--- src/rtl/sysio_pkg.sv ---
package sysio_pkg;
  localparam int BYTE_W = 8;
  localparam int WORD_W = 2 * BYTE_W;

  // Register addresses (word-aligned)
  localparam logic [WORD_W-1:0] A_PSW   = 16'o177776;
  localparam logic [WORD_W-1:0] A_STK   = 16'o177774;
  localparam logic [WORD_W-1:0] A_BRK   = 16'o177770;
  localparam logic [WORD_W-1:0] A_ERR   = 16'o177766;
  localparam logic [WORD_W-1:0] A_SID   = 16'o177764;
  localparam logic [WORD_W-1:0] A_SZHI  = 16'o177762;
  localparam logic [WORD_W-1:0] A_SZLO  = 16'o177760;
  localparam logic [WORD_W-1:0] A_MNT   = 16'o177730;
  localparam logic [WORD_W-1:0] A_CON   = 16'o177570;
  localparam logic [WORD_W-1:0] CACHE_LO = 16'o177740;
  localparam logic [WORD_W-1:0] CACHE_HI = 16'o177753;
  localparam logic [WORD_W-1:0] MAP_LO   = 16'o170200;
  localparam logic [WORD_W-1:0] MAP_HI   = 16'o170377;

  localparam logic [WORD_W-1:0] SID_VAL   = 16'o011064;
  localparam logic [WORD_W-1:0] MNT_VAL   = 16'h0001;
  localparam logic [WORD_W-1:0] TRACE_BIT = 16'h0010;
  localparam logic [WORD_W-1:0] ALL_ONES  = '1;

  typedef enum logic [3:0] {
    SEL_NONE, SEL_PSW, SEL_STK, SEL_BRK, SEL_ERR, SEL_MNT,
    SEL_SID, SEL_SZLO, SEL_SZHI, SEL_CON, SEL_ZERO
  } sel_e;

  // Replace the addressed byte lane, or the whole word
  function automatic logic [WORD_W-1:0] lane_merge(
      input logic [WORD_W-1:0] old_v, input logic [WORD_W-1:0] new_v,
      input logic byte_acc, input logic hi);
    if (!byte_acc)
      return new_v;
    else if (hi)
      return {new_v[BYTE_W-1:0], old_v[BYTE_W-1:0]};
    else
      return {old_v[WORD_W-1:BYTE_W], new_v[BYTE_W-1:0]};
  endfunction
endpackage

--- src/rtl/sysio_decode.sv ---
module sysio_decode
  import sysio_pkg::*;
(
  input  logic [WORD_W-1:0] addr,
  input  logic              byte_acc,
  output sel_e              sel,
  output logic              odd_word
);
  logic [WORD_W-1:0] wa;

  always_comb begin
    wa       = {addr[WORD_W-1:1], 1'b0};
    odd_word = addr[0] & ~byte_acc;
    sel      = SEL_NONE;
    case (wa)
      A_PSW:  sel = SEL_PSW;
      A_STK:  sel = SEL_STK;
      A_BRK:  sel = SEL_BRK;
      A_ERR:  sel = SEL_ERR;
      A_SID:  sel = SEL_SID;
      A_SZLO: sel = SEL_SZLO;
      A_SZHI: sel = SEL_SZHI;
      A_MNT:  sel = SEL_MNT;
      A_CON:  sel = SEL_CON;
      default: begin
        if ((wa >= CACHE_LO && wa <= CACHE_HI) || (wa >= MAP_LO && wa <= MAP_HI))
          sel = SEL_ZERO;
      end
    endcase
  end
endmodule

--- src/rtl/sysio_regs.sv ---
module sysio_regs
  import sysio_pkg::*;
(
  input  logic              clk,
  input  logic              rst,
  input  logic              we,
  input  sel_e              sel,
  input  logic              byte_acc,
  input  logic              hi,
  input  logic [WORD_W-1:0] wdata,
  input  logic              core_psw_ld,
  input  logic [WORD_W-1:0] core_psw_d,
  input  logic [WORD_W-1:0] core_err_set,
  output logic [WORD_W-1:0] psw_q,
  output logic [WORD_W-1:0] stk_q,
  output logic [WORD_W-1:0] brk_q,
  output logic [WORD_W-1:0] err_q,
  output logic [WORD_W-1:0] led_q
);
  localparam logic [WORD_W-1:0] LOW_ONES = {{BYTE_W{1'b0}}, {BYTE_W{1'b1}}};

  logic psw_wr, stk_wr, brk_wr, err_wr, con_wr;
  assign psw_wr = we && (sel == SEL_PSW);
  assign stk_wr = we && (sel == SEL_STK);
  assign brk_wr = we && (sel == SEL_BRK);
  assign err_wr = we && (sel == SEL_ERR);
  assign con_wr = we && (sel == SEL_CON);

  always_ff @(posedge clk) begin
    if (rst) begin
      psw_q <= '0;
      stk_q <= LOW_ONES;
      brk_q <= '0;
      err_q <= '0;
      led_q <= '0;
    end else begin
      // bus write outranks a core load
      if (psw_wr)
        psw_q <= lane_merge(psw_q, wdata, byte_acc, hi) & ~TRACE_BIT;
      else if (core_psw_ld)
        psw_q <= core_psw_d;

      if (stk_wr) begin
        if (byte_acc) stk_q <= lane_merge(stk_q, wdata, 1'b1, hi) | LOW_ONES;
        else          stk_q <= wdata & ~LOW_ONES;
      end

      if (brk_wr) begin
        if (byte_acc) brk_q <= lane_merge(brk_q, wdata, 1'b1, hi);
        else          brk_q <= wdata & LOW_ONES;
      end

      // newly raised error bits survive a clearing write
      if (err_wr) err_q <= core_err_set;
      else        err_q <= err_q | core_err_set;

      if (con_wr) led_q <= lane_merge(led_q, wdata, byte_acc, hi);
    end
  end

  a_r4_trace_cleared: assert property (@(posedge clk) disable iff (rst)
    ($past(!rst) && $past(psw_wr)) |-> !psw_q[4]);
  a_r5_stk_low_ones: assert property (@(posedge clk) disable iff (rst)
    ($past(!rst) && $past(stk_wr && byte_acc)) |-> (stk_q[BYTE_W-1:0] == '1));
  a_r6_err_cleared: assert property (@(posedge clk) disable iff (rst)
    ($past(!rst) && $past(err_wr)) |-> (err_q == $past(core_err_set)));
  a_r7_brk_high_zero: assert property (@(posedge clk) disable iff (rst)
    ($past(!rst) && $past(brk_wr && !byte_acc)) |-> (brk_q[WORD_W-1:BYTE_W] == '0));
endmodule

--- src/rtl/sysio_rdmux.sv ---
module sysio_rdmux
  import sysio_pkg::*;
(
  input  sel_e              sel,
  input  logic              byte_acc,
  input  logic              hi,
  input  logic [WORD_W-1:0] psw,
  input  logic [WORD_W-1:0] stk,
  input  logic [WORD_W-1:0] brk,
  input  logic [WORD_W-1:0] err,
  input  logic [WORD_W-1:0] size_lo,
  input  logic [WORD_W-1:0] size_hi,
  input  logic [WORD_W-1:0] sw,
  output logic [WORD_W-1:0] rd_word
);
  logic [WORD_W-1:0] raw;

  always_comb begin
    case (sel)
      SEL_PSW:  raw = psw;
      SEL_STK:  raw = stk;
      SEL_BRK:  raw = brk;
      SEL_ERR:  raw = err;
      SEL_MNT:  raw = MNT_VAL;
      SEL_SID:  raw = SID_VAL;
      SEL_SZLO: raw = size_lo;
      SEL_SZHI: raw = size_hi;
      SEL_CON:  raw = sw;
      SEL_ZERO: raw = '0;
      default:  raw = ALL_ONES;
    endcase
    rd_word = raw;
    if (byte_acc && sel != SEL_NONE)
      rd_word = hi ? {{BYTE_W{1'b0}}, raw[WORD_W-1:BYTE_W]}
                   : {{BYTE_W{1'b0}}, raw[BYTE_W-1:0]};
  end
endmodule

--- src/rtl/sysio_page.sv ---
module sysio_page
  import sysio_pkg::*;
#(
  parameter longint unsigned MEM_BYTES = 64'd8388608
) (
  input  logic        clk,
  input  logic        rst,
  input  logic [15:0] bus_addr,
  input  logic        bus_byte,
  input  logic        bus_rd,
  input  logic        bus_wr,
  input  logic        bus_peek,
  input  logic [15:0] bus_wdata,
  output logic [15:0] bus_rdata,
  output logic        trap_req,
  output logic [15:0] trap_addr,
  input  logic [15:0] sw_in,
  output logic [15:0] led_q,
  input  logic        core_psw_ld,
  input  logic [15:0] core_psw_d,
  input  logic [15:0] core_err_set,
  output logic [15:0] psw_q,
  output logic [15:0] stklim_q
);
  localparam logic [2*WORD_W-1:0] SIZE_VAL = (2*WORD_W)'(MEM_BYTES / 64 - 1);

  sel_e              sel;
  logic              odd_word;
  logic              peek_rd, access, fault, we;
  logic [WORD_W-1:0] brk_q, err_q, rd_word;

  sysio_decode u_dec (
    .addr(bus_addr), .byte_acc(bus_byte), .sel(sel), .odd_word(odd_word)
  );

  assign peek_rd = bus_rd && bus_peek && !bus_wr;
  assign access  = bus_rd || bus_wr;
  assign fault   = access && (odd_word || sel == SEL_NONE) && !peek_rd;
  assign we      = bus_wr && !odd_word;

  sysio_regs u_regs (
    .clk(clk), .rst(rst), .we(we), .sel(sel), .byte_acc(bus_byte),
    .hi(bus_addr[0]), .wdata(bus_wdata), .core_psw_ld(core_psw_ld),
    .core_psw_d(core_psw_d), .core_err_set(core_err_set),
    .psw_q(psw_q), .stk_q(stklim_q), .brk_q(brk_q), .err_q(err_q), .led_q(led_q)
  );

  sysio_rdmux u_mux (
    .sel(sel), .byte_acc(bus_byte), .hi(bus_addr[0]),
    .psw(psw_q), .stk(stklim_q), .brk(brk_q), .err(err_q),
    .size_lo(SIZE_VAL[WORD_W-1:0]), .size_hi(SIZE_VAL[2*WORD_W-1:WORD_W]),
    .sw(sw_in), .rd_word(rd_word)
  );

  always_ff @(posedge clk) begin
    if (rst) begin
      bus_rdata <= '0;
      trap_req  <= 1'b0;
      trap_addr <= '0;
    end else begin
      if (bus_rd) bus_rdata <= odd_word ? ALL_ONES : rd_word;
      trap_req <= fault;
      if (fault) trap_addr <= bus_addr;
    end
  end

  a_r2_trap_needs_access: assert property (@(posedge clk) disable iff (rst)
    trap_req |-> $past(access));
  a_r2_odd_word_traps: assert property (@(posedge clk) disable iff (rst)
    ($past(!rst) && $past(access && odd_word && !peek_rd))
      |-> (trap_req && trap_addr == $past(bus_addr)));
  a_r3_peek_silent: assert property (@(posedge clk) disable iff (rst)
    ($past(!rst) && $past(peek_rd)) |-> !trap_req);
  a_r10_window_silent: assert property (@(posedge clk) disable iff (rst)
    ($past(!rst) && $past(access && sel == SEL_ZERO && !odd_word)) |-> !trap_req);
  a_r12_rdata_holds: assert property (@(posedge clk) disable iff (rst)
    ($past(!rst) && $past(!bus_rd)) |-> $stable(bus_rdata));
endmodule

--- config.mk ---
export PLATFORM = sky130hd
export DESIGN_NAME = sysio_page
export DESIGN_NICKNAME = d
export VERILOG_FILES = /design/src/rtl/sysio_pkg.sv /design/src/rtl/sysio_decode.sv /design/src/rtl/sysio_regs.sv /design/src/rtl/sysio_rdmux.sv /design/src/rtl/sysio_page.sv
export SDC_FILE = /design/constraint.sdc
export NUM_CORES = 1
export LEC_CHECK = 0
export ABC_CLOCK_PERIOD_IN_PS = 2600
export BUFFER_PORTS_ARGS = -buffer_cell sky130_fd_sc_hd__buf_2
export CAP_MARGIN = 25
export CORE_ASPECT_RATIO = 1.5
export CORE_UTILIZATION = 44
export CTS_CLUSTER_SIZE = 8
export DETAILED_ROUTE_END_ITERATION = 6
export PLACE_DENSITY = 0.7
export SYNTH_ARGS = -nofsm -noshare
export SYNTH_HDL_FRONTEND = slang
export SYNTH_SLANG_ARGS = --single-unit
--- constraint.sdc ---
create_clock -name clk -period 2.6 [get_ports clk]
set_input_delay 0.52 -clock clk [delete_from_list [all_inputs] [get_ports clk]]
set_output_delay 0.52 -clock clk [all_outputs]
set_load 0.05 [all_outputs]
# ---- Yosys cells after proc, flatten, opt, wreduce, memory -nomap -nowiden
# Cells that the tools add are included.
dict set report totals {
  reg_bits 113
  input_bits 87
  out_inout_bits 81
}
dict set report classes {
  magnitude_cmp 4
  eq_ne 22
  mux 16
  n_bitwise 3
  n_reduce_logical 31
}
# cell n
set ops {}
lappend ops {{$mux 16} 12}
lappend ops {{$eq 15x15->1 const B} 9}
lappend ops {{$pmux 16 s8} 1}
lappend ops {{$pmux 4 s9} 1}
lappend ops {{$ge 16x16->1 const B} 2}
lappend ops {{$le 16x16->1 const B} 2}
lappend ops {{$or 16x16->16} 1}
lappend ops {{$reduce_and 2->1} 7}
lappend ops {{$logic_and 1x1->1} 13}
lappend ops {{$eq 4x3->1 const B} 3}
lappend ops {{$eq 4x4->1 const B} 3}
lappend ops {{$eq 4x2->1 const B} 2}
lappend ops {{$mux 8} 1}
lappend ops {{$ne 3x3->1 const B} 2}
lappend ops {{$eq 4x1->1 const B} 1}
lappend ops {{$logic_not 4->1} 1}
lappend ops {{$mux 4} 1}
lappend ops {{$ne 2x2->1 const B} 2}
lappend ops {{$reduce_bool 4->1} 1}
lappend ops {{$reduce_or 2->1} 2}
lappend ops {{$logic_not 1->1} 3}
lappend ops {{$logic_or 1x1->1} 3}
lappend ops {{$reduce_bool 2->1} 1}
lappend ops {{$and 1x1->1} 1}
lappend ops {{$not 1->1} 1}

# ---- Logic depth before layout (Yosys ltp)
# Gate-level depths: netlist of run 1.
dict set report logic_depth {
  ltp_word 11
  mapped_depth 10
  ltp_nobuf 7
}

# ---- By module
# From an unflattened synthesis of run 1, not the netlist that was laid out.
dict set report hier_totals {
  cells_unflattened 660
  hier_area_um2 5756.8
}
# mod n_inst cells_each area_per_inst_um2
set modules_own_cells {}
lappend modules_own_cells {sysio_regs 1 292 2839.0}
lappend modules_own_cells {sysio_rdmux 1 206 1390.1}
lappend modules_own_cells {sysio_page 1 132 1310.0}
lappend modules_own_cells {sysio_decode 1 30 217.7}

# ---- Worst setup path before layout of run 1
# OpenSTA, ideal clock, no wires.
dict set report synth_timing {
  kind {input-to-reg}
  from {input port bus_addr[2]}
  to {register bus_rdata[7]}
  setup_time_ns 0.117
  arrival_ns 2.389
  required_ns 2.483
  slack_ns 0.094
  path_stages 9
  n_path_buf 2
  cell_sequence {clkbuf_2 -> nand2b_1 -> or4_1 -> buf_4 -> a21oi_4 -> o41ai_1 -> a2111oi_2 -> o21ai_1 -> a22o_1}
}
dict set report synth_via {
  elab_chain_len 11
  elab_cells_between_ends 34
}
# item line
set synth_rtl {}
lappend synth_rtl {{start: declaration} sysio_page.sv:8} ;# input logic [15:0] bus_addr,
lappend synth_rtl {{$ge 16x16->1 / $le 16x16->1 (equally long branches)} sysio_decode.sv:26} ;# if ((wa >= CACHE_LO && wa <= CACHE_HI) || (wa >= MAP_LO && wa <= MAP_HI))
lappend synth_rtl {{$logic_and 1x1->1} sysio_decode.sv:26}
lappend synth_rtl {{$logic_or 1x1->1} sysio_decode.sv:26}
lappend synth_rtl {{$mux 4} sysio_decode.sv:26}
lappend synth_rtl {{$pmux 4 s9 *} sysio_decode.sv:15} ;# case (wa)
lappend synth_rtl {{$eq 4x3->1 / $eq 4x4->1 (equally long branches)} sysio_rdmux.sv:19} ;# case (sel)
lappend synth_rtl {{$reduce_or 2->1 (no line)} --}
lappend synth_rtl {{$pmux 16 s8} sysio_rdmux.sv:19}
lappend synth_rtl {{$mux 8} sysio_rdmux.sv:34} ;# rd_word = hi ? {{BYTE_W{1'b0}}, raw[WORD_W-1:BYTE_W]}
lappend synth_rtl {{$mux 16 *} sysio_rdmux.sv:33} ;# if (byte_acc && sel != SEL_NONE)
lappend synth_rtl {{$mux 16 *} sysio_page.sv:61} ;# if (bus_rd) bus_rdata <= odd_word ? ALL_ONES : rd_word;
lappend synth_rtl {{end signal: assignment} sysio_page.sv:61}
lappend synth_rtl {{end: declaration} sysio_page.sv:14} ;# output logic [15:0] bus_rdata,
# Every way passes the cells marked *; elsewhere a longest branch is shown, timed or not.
# A chain may end at the register's enable or synchronous reset.

# ---- Worst setup path in the final report of run 1
dict set report layout_timing {
  from {input port bus_addr[7]}
  to {register bus_rdata[3]}
}
# Same word-level chain as after synthesis.

==> reports/results.tsv, run 1 <==
stage	metric	value	unit
layout	drive_above_1_share	36.6	%
routing	postRouteAntennaNets	0	
clock_tree	cts.sinks	106	
clock_tree	cts_setup_buffers	0	
critical_path	cp-start-kind	input port	
clock_tree	worstSkewPairLatency	0.35	ns
critical_path	crit_required	2.85	ns
logic_synthesis	yosysUniqueCellTypes	83	
logic_synthesis	yosys-top-cells-area	dfxtp_1 (40%), a21oi_1 (6.2%), nor2_1 (5.2%)	
critical_path	criticalPathCategory	input port to flop	
clock_tree	root_buffer	clkbuf_16	
die	die_y	137	um
placement	hpwlAfterDp	15.7	mm
layout	stdcell_count	1019	
global_route	grt_max_degree	78	
layout	nNetsFinal	948	
logic_synthesis	syn_area_per_cell	8.34	um2
layout	fill_cells	1123	
pwr	finalPower	3.70	mW
sta	final.period_utilization	97.0	%
routing	viasPerCell	5.81	
logic_synthesis	synth_nets	728	
flow_run	maxCapViolations	0	
logic_synthesis	synthCells	641	
global_route	antenna_found_initial	0	
global_route	grt_overflow	0	
layout	final_core_util	60.2	%
die	rows	49	
logic_synthesis	yosysTopAreaCellShare	39.7	%
sta	worstMarginPinSlew	0.861	ns
critical_path	crit_path_max_fanout	9	
pwr	power.leakage	3.14	nW
global_route	grt_pass1_vias	5623	
logic_synthesis	synth_top_area_cell	dfxtp_1	
die	core_area	11900	um2
outcome	violations	DRC	
pwr	ir_drop	0.359	mV
die	initial_utilization	45.0	%
logic_synthesis	synth-seq-cells	106	
clock_tree	htreeDepth	3	
global_route	grt_pass1_wl	30.4	mm
sta	relSlewSlack	42.4	%
die	io_pins	168	
logic_synthesis	ys_warn_count	0	
routing	dr.max_layer_used	met4	
die	die_w	92.0	um
placement	port_buffers	167	
pwr	p_per_area	517	nW/um2
routing	dr_wl_met2	10.2	mm
logic_synthesis	synth_edf_count	0	
logic_synthesis	yosysSeqAreaShare	39.7	%
routing	route.layer.met1.wl	7.83	mm
routing	vias	5925	
critical_path	cp.arrival	2.77	ns
routing	drt-pass1-iter-count	7	
sta	fmax	0.397	GHz
layout	syn2layout_area_growth	33.9	%
sta	hold_viol	0	
routing	wl_met3	1.06	mm
clock_tree	worst_setup_hold_path_clk_slew	0.08	ns
logic_synthesis	synth_ff_type	dfxtp_1	
placement	place_inst	1003	
layout	diodes	0	
sta	clock_skew	0.00406	ns
clock_tree	cts_inserted_buffers	9	
routing	wirelength	20.0	mm
layout	layout_commonest_cell	buf_2	
outcome	outcome	finished, violations left	
min_path	hold_path_class	input port to flop	
sta	min_period	2.52	ns
die	dieArea	12600	um2
routing	drcViolationCount	2	
sta	holdWs	0.366	ns
critical_path	worstSetupEndpointType	flop	
placement	place_congestion	0.986	
sta	rsz0062_at_grt	yes	
logic_synthesis	syn-cell-area	5350	um2
layout	mostFrequentLayoutCells	buf_2 (167), dfxtp_1 (106), buf_4 (91), nor2_1 (74), nand2_1 (73)	
sta	finalSetupViolCount	0	
clock_tree	ctsLongestPathBuffers	2	
global_route	grt_use_total	31.4	%
logic_synthesis	ys_async_sr_fraction	0	%
clock_tree	tritoncts	yes	
routing	wire_per_inst	19.6	um
routing	drtIter0Drc	412	
sta	slew_violations	0	
worst max-delay path, stage by stage:
cell and delay (ns):
buf_2 0.19, nand4_2 0.21, or3b_1 0.57, nand2_2 0.18, nor3_1 0.12, a2111oi_1 0.59, o21ai_1 0.17, a22o_1 0.21
power breakdown:
group | internal (mW) | switching, mW | leakage [nW]
Combinational | 0.196 | 0.408 | 2.13
Clock | 0.697 | 0.671 | 0.144
Sequential | 1.69 | 0.0414 | 0.871
Total | 2.58 | 1.12 | 3.14
final timing paths:
| check | startpoint | to | slack [ns] | cells after the start |
|---|---|---|---|---|
| worst max register to register | u_regs.stk_q[6] | bus_rdata[4] | 0.66 | 5 |
| worst min-delay path | core_err_set[3] | u_regs.err_q[3] | 0.37 | 3 |
| worst min register to register | bus_rdata[12] | bus_rdata[12] | 0.44 | 2 |
| worst max-delay path | bus_addr[7] | bus_rdata[3] | 0.08 | 8 |
area by class of cell:
cell class	instances	area [um2]	share of cell area, %
tap	153	191	2.67
inverter	12	45.0	0.629
clock inverter	6	61.3	0.857
multi-input combinational	470	2900	40.5
sequential	106	2120	29.7
clock buffer	10	239	3.34
timing repair buffer	262	1600	22.3
routing by layer:
metal	up-vias	global-route usage, %
met5	-	0
met4	0	15.6
met3	59	3.83
met2	281	57.1
met1	2788	36.0
li1	2797	-
cell families (layout without fill, tap and decap cells):
logic type / after synthesis / count (layout) / share of synthesized area, %
AOI/OAI and AO/OA: 201 / 201 / 27.1
xor gates and xnor gates: 1 / 1 / 0.164
adders and majority gates: 1 / 1 / 0.211
buffers and inverters: 65 / 290 / 6.15
DFF: 106 / 106 / 39.7
muxes: 16 / 16 / 3.00
and+or+nand+nor: 251 / 251 / 23.7
timing repair:
action | CTS | global route
hold buffers | 0 | 0
endpoints found under the setup margin | 1 | 5
gates resized for setup | 1 | 2
synthesized netlist by cell type, drive strengths merged (3+ instances only):
cell type / n
clkbuf: 28
nor2b: 6
nor3: 11
and3: 18
nor4: 10
mux2i: 16
buf: 25
a21oi: 69
nand4: 10
dfxtp: 106
a221o: 9
nand2b: 9
a2111oi: 7
nand2: 74
a22o: 7
a221oi: 9
a21o: 7
a22oi: 16
nor2: 76
a211oi: 4
and2: 4
inv: 12
o211ai: 3
o311ai: 4
a222oi: 6
o31ai: 3
nand3: 20
o21ai: 36
per-stage QoR:
| stage | setup slack (ns) | setup TNS [ns] | area, um2 |
|---|---|---|---|
| after global routing | -0.0645 | -0.175 | 7160 |
| after detailed placement | -0.363 | -5.27 | 6850 |
| final | 0.0780 | 0 | 7160 |
| after CTS | 0.0540 | 0 | 7150 |
| after floorplan | 0.0941 | 0 | 5350 |
| after global placement | -0.407 | -5.89 | 6850 |
sequential cells by signal (all words and copies together), names as in the netlist:
signal and flops:
u_regs.led_q 16, trap_addr 16, u_regs.psw_q 16, u_regs.stk_q 9
bus_rdata 16, u_regs.err_q 16, trap_req 1, u_regs.brk_q 16
No activity file was read; power rests on OpenSTA's default activity.
==> inputs of run 2 (changes only) <==
Settings changed: CORE_MARGIN from default to 3.
==> reports/results.tsv, run 2 (synthesized netlist as in run 1, its figures left out) <==
stage	metric	value	unit	change
outcome	outcome	finished clean		
sta	final.period_utilization	93.1	%	-3.9 points
layout	layout_commonest_cell	buf_2		
pwr	power.leakage	3.16	nW	+0.41%
sta	clock_skew	0.00790	ns	+0.00384 ns
sta	final.setup.tns	0	ns	unchanged
flow_run	maxCapViolations	0		unchanged
critical_path	timing.rr.end	bus_rdata[0]		
global_route	grt_use_total	29.8	%	-1.6 points
placement	hpwlAfterDp	16.0	mm	+1.8%
die	initial_utilization	45.7	%	+0.70 points
pwr	finalPower	3.80	mW	+2.7%
min_path	hold_path_class	input port to flop		
clock_tree	htreeDepth	3		unchanged
critical_path	cp_slowest_cell	nor4_1		
layout	mostFrequentLayoutCells	buf_2 (167), dfxtp_1 (106), buf_4 (91), nor2_1 (74), nand2_1 (73)		
layout	seq_area	2120	um2	unchanged
placement	place_congestion	0.989		+0.23%
die	rows	48		-2.0%
global_route	grt_max_degree	77		-1.3%
critical_path	critical-path-top-delay-family	simple AND/OR/NAND/NOR gates		
placement	placed_area	6850	um2	about the same
sta	relSlewSlack	43.9	%	+1.5 points
min_path	hold_start	core_err_set[7]		
sta	worstMarginPinSlew	0.838	ns	-0.0229 ns
critical_path	worstSetupEndpointType	flop		
critical_path	cp.arrival	2.69	ns	-0.08 ns
die	io_pins	168		unchanged
layout	nNetsFinal	948		unchanged
critical_path	criticalPathCategory	input port to flop		
routing	drtIter0Drc	323		-22%
pwr	p_per_area	531	nW/um2	+2.6%
clock_tree	worstSkewPairLatency	0.35	ns	about the same
clock_tree	cts_inserted_buffers	9		unchanged
sta	fmax	0.413	GHz	+4.2%
die	die_w	96.0	um	+4.3%
routing	drt-pass1-iter-count	7		unchanged
critical_path	cp-start-kind	input port		
routing	viasPerCell	5.78		-0.57%
routing	postRouteAntennaNets	0		unchanged
routing	vias	5874		-0.86%
layout	diodes	0		unchanged
critical_path	path_cells	buf_2, maj3_2, a32oi_2, nor2_1, nor4_1, nor2_1, a31o_2, a311oi_2		
die	die_y	141	um	+2.9%
critical_path	crit_required	2.86	ns	about the same
layout	syn2layout_area_growth	34.0	%	
die	dieArea	13500	um2	+7.4%
placement	port_buffers	167		unchanged
critical_path	r2r_setup_slack	0.72	ns	+0.06 ns
layout	fill_cells	1107		-1.4%
clock_tree	cts.repair.resized	0		-1
clock_tree	cts_setup_buffers	0		unchanged
global_route	grt_overflow	0		unchanged
sta	hold_viol	0		unchanged
sta	rsz0062_at_grt	no		
layout	drive_above_1_share	36.5	%	-0.12 points
critical_path	path_common_cell	nor2_1		
sta	finalSetupViolCount	0		unchanged
global_route	antenna_found_initial	0		unchanged
global_route	grt_pass1_vias	5816		+3.4%
clock_tree	cts.sinks	106		unchanged
clock_tree	holdBufCountCts	0		unchanged
sta	min_period	2.42	ns	-0.101 ns
pwr	ir_drop	0.441	mV	+23%
clock_tree	worst_setup_hold_path_clk_slew	0.08	ns	about the same
layout	finalInstanceArea	7160	um2	+0.10%
clock_tree	root_buffer	clkbuf_16		
critical_path	slowest_delay	0.66	ns	+0.07 ns
critical_path	path_buf_inv	1		unchanged
critical_path	reg2reg_depth	5		unchanged
die	core_area	11700	um2	-1.5%
min_path	whs_path_depth	3		unchanged
min_path	worst_hold_path.endpoint	u_regs.err_q[7]		
clock_tree	ctsLongestPathBuffers	2		unchanged
global_route	grt_pass1_wl	31.1	mm	+2.3%
routing	wire_per_inst	19.6	um	+0.25%
critical_path	crit_path_max_fanout	7		-2
routing	drcViolationCount	0		-2
layout	multi_input_comb_area	2900	um2	-0.13%
routing	wirelength	20.0	mm	about the same
clock_tree	tritoncts	yes		
sta	slew_violations	0		unchanged
critical_path	reg2reg_from	u_regs.stk_q[6]		
==> run 2: power by group <==
| part | internal (mW) | switching [mW] |
|---|---|---|
| registers | 1.69 | 0.0413 |
| clock network | 0.776 | 0.691 |
| logic | 0.198 | 0.408 |
| total | 2.66 | 1.14 |
==> run 2: cell type report <==
| type | count | area share, % |
|---|---|---|
| multi-input combinational | 470 | 40.4 |
| sequential | 106 | 29.6 |
| timing repair buffer | 262 | 22.3 |
| clock buffer | 9 | 3.14 |
| tap | 150 | 2.62 |
| clock inverter | 7 | 1.26 |
| inverter | 12 | 0.629 |
==> run 2: metal layers <==
metal | share of wire [%] | global-route usage, % | wire length (um) | vias up
li1 | - | - | - | 2805
met1 | 38 | 34.4 | 7520 | 2765
met2 | 52 | 52.9 | 10400 | 254
met3 | 6.4 | 4.43 | 1270 | 50
met4 | 3.8 | 13.3 | 768 | 0
met5 | 0 | 0 | 0 | -
==> run 2: stage by stage <==
stage,cells,hold WS (ns),setup WS [ns],utilization [%]
after floorplan,641,0.429,0.0941,-
after global placement,999,0.435,-0.188,58.4
after detailed placement,1000,0.431,-0.180,58.5
after CTS,1016,0.361,0.194,61.2
after global routing,1016,0.387,0.0305,61.2
final,1016,0.365,0.179,61.2
==> run 2: worst register-to-register path: cells and delay by family (launching register included) <==
| family | cells | cell delay (ns) |
|---|---|---|
| AO/OA/AOI/OAI | 2 | 0.46 |
| flip-flops | 1 | 0.53 |
| AND/OR/NAND/NOR | 3 | 0.80 |
==> run 2: how the worst max path moves through the flow <==
stage	from	end	cells past startpoint
2_1_floorplan	bus_addr[2]	bus_rdata[7]	9
3_3_place_gp	bus_addr[4]	bus_rdata[0]	10
3_5_place_dp	bus_addr[7]	bus_rdata[0]	8
4_1_cts	bus_addr[7]	bus_rdata[0]	8
5_1_grt	bus_addr[7]	u_regs.brk_q[10]	10
6_report	bus_addr[7]	bus_rdata[0]	8
==> inputs of run 3 (changes only) <==
Settings changed: PLACE_DENSITY 0.7 to 0.69, SYNTH_HIERARCHICAL from default to 1.
==> reports/results.tsv, run 3 <==
stage	metric	value	unit	change
placement	dp_slack	-0.742	ns	-0.562 ns
die	die_w	99.4	um	+3.5%
pwr	p_int	2.68	mW	+0.51%
logic_synthesis	ys_warn_count	6		+6
placement	place_congestion	0.971		-1.8%
layout	syn2layout_area_growth	39.5	%	
clock_tree	htreeDepth	3		unchanged
placement	place_inst	1062		+6.2%
logic_synthesis	synth_edf_count	0		unchanged
logic_synthesis	yosysTopAreaCellShare	36.9	%	-2.8 points
min_path	hold_path_class	input port to flop		
critical_path	crit_required	2.84	ns	-0.02 ns
placement	hpwlAfterDp	16.6	mm	+3.8%
global_route	grt_pass1_vias	5956		+2.4%
layout	stdcell_count	1082		+6.5%
die	die_y	146	um	+3.6%
routing	vias	6122		+4.2%
critical_path	r2r_setup_slack	0.79	ns	+0.07 ns
layout	drive_above_1_share	39.3	%	+2.8 points
pwr	ir_drop	0.258	mV	-41%
clock_tree	ctsLongestPathBuffers	2		unchanged
global_route	grt_overflow	0		unchanged
die	io_pins	168		unchanged
die	initial_utilization	45.6	%	-0.097 points
routing	viasPerCell	5.66		-2.1%
layout	finalInstanceArea	8030	um2	+12%
critical_path	crit_path_max_fanout	9		+2
layout	nNetsFinal	1008		+6.3%
global_route	grt_pass1_wl	32.3	mm	+3.9%
routing	drcViolationCount	0		unchanged
sta	final.period_utilization	104	%	+11 points
layout	layout_commonest_cell	buf_2		
critical_path	worstSetupEndpointType	flop		
clock_tree	holdBufCountCts	0		unchanged
logic_synthesis	synthCells	660		+3.0%
logic_synthesis	synth_ff_type	dfxtp_1		
logic_synthesis	ys_top_cells_by_count	dfxtp_1 (106), nor2_1 (83), a21oi_1 (44)		
clock_tree	worst_setup_hold_path_clk_slew	0.08	ns	about the same
sta	hold_viol	0		unchanged
global_route	antenna_found_initial	0		unchanged
sta	finalSetupViolCount	12		+12
pwr	p_per_area	475	nW/um2	-10%
sta	slew_violations	0		unchanged
logic_synthesis	yosysSeqAreaShare	36.9	%	-2.8 points
outcome	violations	setup timing		
clock_tree	worstSkewPairLatency	0.35	ns	about the same
critical_path	cp-start-kind	input port		
logic_synthesis	synth_top_area_cell	dfxtp_1		
logic_synthesis	synth_most_common_cell	dfxtp_1		
routing	drtIter0Drc	415		+28%
global_route	grt_use_total	28.3	%	-1.6 points
clock_tree	tritoncts	yes		
sta	rsz0062_at_grt	yes		
placement	port_buffers	167		unchanged
logic_synthesis	syn_area_per_cell	8.72	um2	+4.6%
sta	final.setup.tns	-0.629	ns	-0.629 ns
routing	wire_per_inst	19.5	um	-0.74%
logic_synthesis	ys_async_sr_fraction	0	%	unchanged
critical_path	criticalPathCategory	input port to flop		
logic_synthesis	synth-seq-cells	106		unchanged
pwr	power.share.clock	38.3	%	-0.3 points
critical_path	cp.arrival	2.95	ns	+0.26 ns
pwr	power.leakage	3.74	nW	+18%
die	dieArea	14500	um2	+7.3%
sta	worstMarginPinSlew	0.764	ns	-0.0738 ns
sta	setup_slack	-0.117	ns	-0.295 ns
sta	min_period	2.72	ns	+0.295 ns
global_route	grt_max_degree	63		-18%
logic_synthesis	yosysUniqueCellTypes	70		-16%
flow_run	maxCapViolations	0		unchanged
sta	relSlewSlack	48.9	%	+5.0 points
logic_synthesis	yosys-top-cells-area	dfxtp_1 (37%), mux2i_1 (6.4%), nor2_1 (5.4%)		
pwr	swShare	29.9	%	-0.099 points
layout	diodes	0		unchanged
sta	fmax	0.368	GHz	-11%
logic_synthesis	syn-cell-area	5760	um2	+7.7%
outcome	outcome	finished, violations left		
clock_tree	cts.sinks	106		unchanged
placement	placed_area	7500	um2	+9.6%
routing	wirelength	21.1	mm	+5.7%
die	core_area	12600	um2	+7.9%
die	rows	50		+4.2%
sta	clock_skew	0.00482	ns	-0.00308 ns
clock_tree	cts_inserted_buffers	9		unchanged
layout	final_core_util	63.6	%	+2.4 points
pwr	finalPower	3.82	mW	+0.36%
routing	postRouteAntennaNets	0		unchanged
pwr	p_seq_share	45.6	%	about the same
pwr	p_comb_share	16.1	%	+0.2 points
layout	mostFrequentLayoutCells	buf_2 (167), dfxtp_1 (106), buf_4 (99), nor2_1 (80), a21oi_1 (42)		
routing	drt-pass1-iter-count	5		-2
sta	holdWs	0.374	ns	+0.00833 ns
pwr	p_switching	1.14	mW	about the same
clock_tree	root_buffer	clkbuf_16		
==> run 3: repair_timing <==
item | CTS | global route
hold endpoints to repair | 0 | 0
setup buffers | 4 | 0
resized for setup | 31 | 12
endpoints found under the setup margin | 56 | 66
pin swaps | 11 | 5
==> run 3: worst paths after layout <==
check,from,end,cells past startpoint
max reg2reg,u_regs/brk_q[14],bus_rdata[6],8
min reg2reg,trap_addr[15],trap_addr[15],2
max,bus_addr[12],bus_rdata[5],14
min,core_err_set[3],u_regs/err_q[3],3
==> run 3: critical path, cell delays in order <==
cell and delay, ns:
buf_2 0.09, nand4_1 0.14, buf_6 0.17, nor4b_4 0.30, nand2_1 0.15, o21ai_4 0.18, buf_12 0.15, nor2b_4 0.06
buf_4 0.14, a221o_1 0.34, a221oi_2 0.34, a22oi_1 0.16, o22ai_1 0.15, nor2_1 0.06
==> run 3: kinds of logic after synthesis <==
group           share of synthesized area, %
xor+xnor                               0.304
simple gates                            22.4
other cells                            0.130
flops                                   36.9
compound gates                          24.4
buf+inv                                 6.69
mux                                     9.24
==> run 3: power groups by stage <==
stage	sequential, mW	combinational (mW)	clock [mW]
floorplan	1.95	0.206	0
global placement	1.77	0.593	0
detailed placement	1.78	0.604	0
CTS	1.74	0.611	1.49
global route	1.75	0.655	1.55
finish	1.74	0.615	1.46
==> run 3: area by class of cell <==
| cell class | instances | area (um2) |
|---|---|---|
| fillers | 1113 | 4600 |
| well taps | 156 | 195 |
| flip-flops and latches | 106 | 2120 |
| clock inverters | 7 | 92.6 |
| inverters | 13 | 48.8 |
| clock buffers | 9 | 225 |
| multi-input cells | 513 | 3560 |
| repair buffers | 278 | 1790 |
==> run 3: per-layer routing <==
metal  GRT usage (%)  vias up  routed length, um
met5               0        -                  0
met4            14.7        0               1070
met3            4.54       59               1310
met2            49.5      286              10500
met1            32.5     2865               8230
li1                -     2912                  -
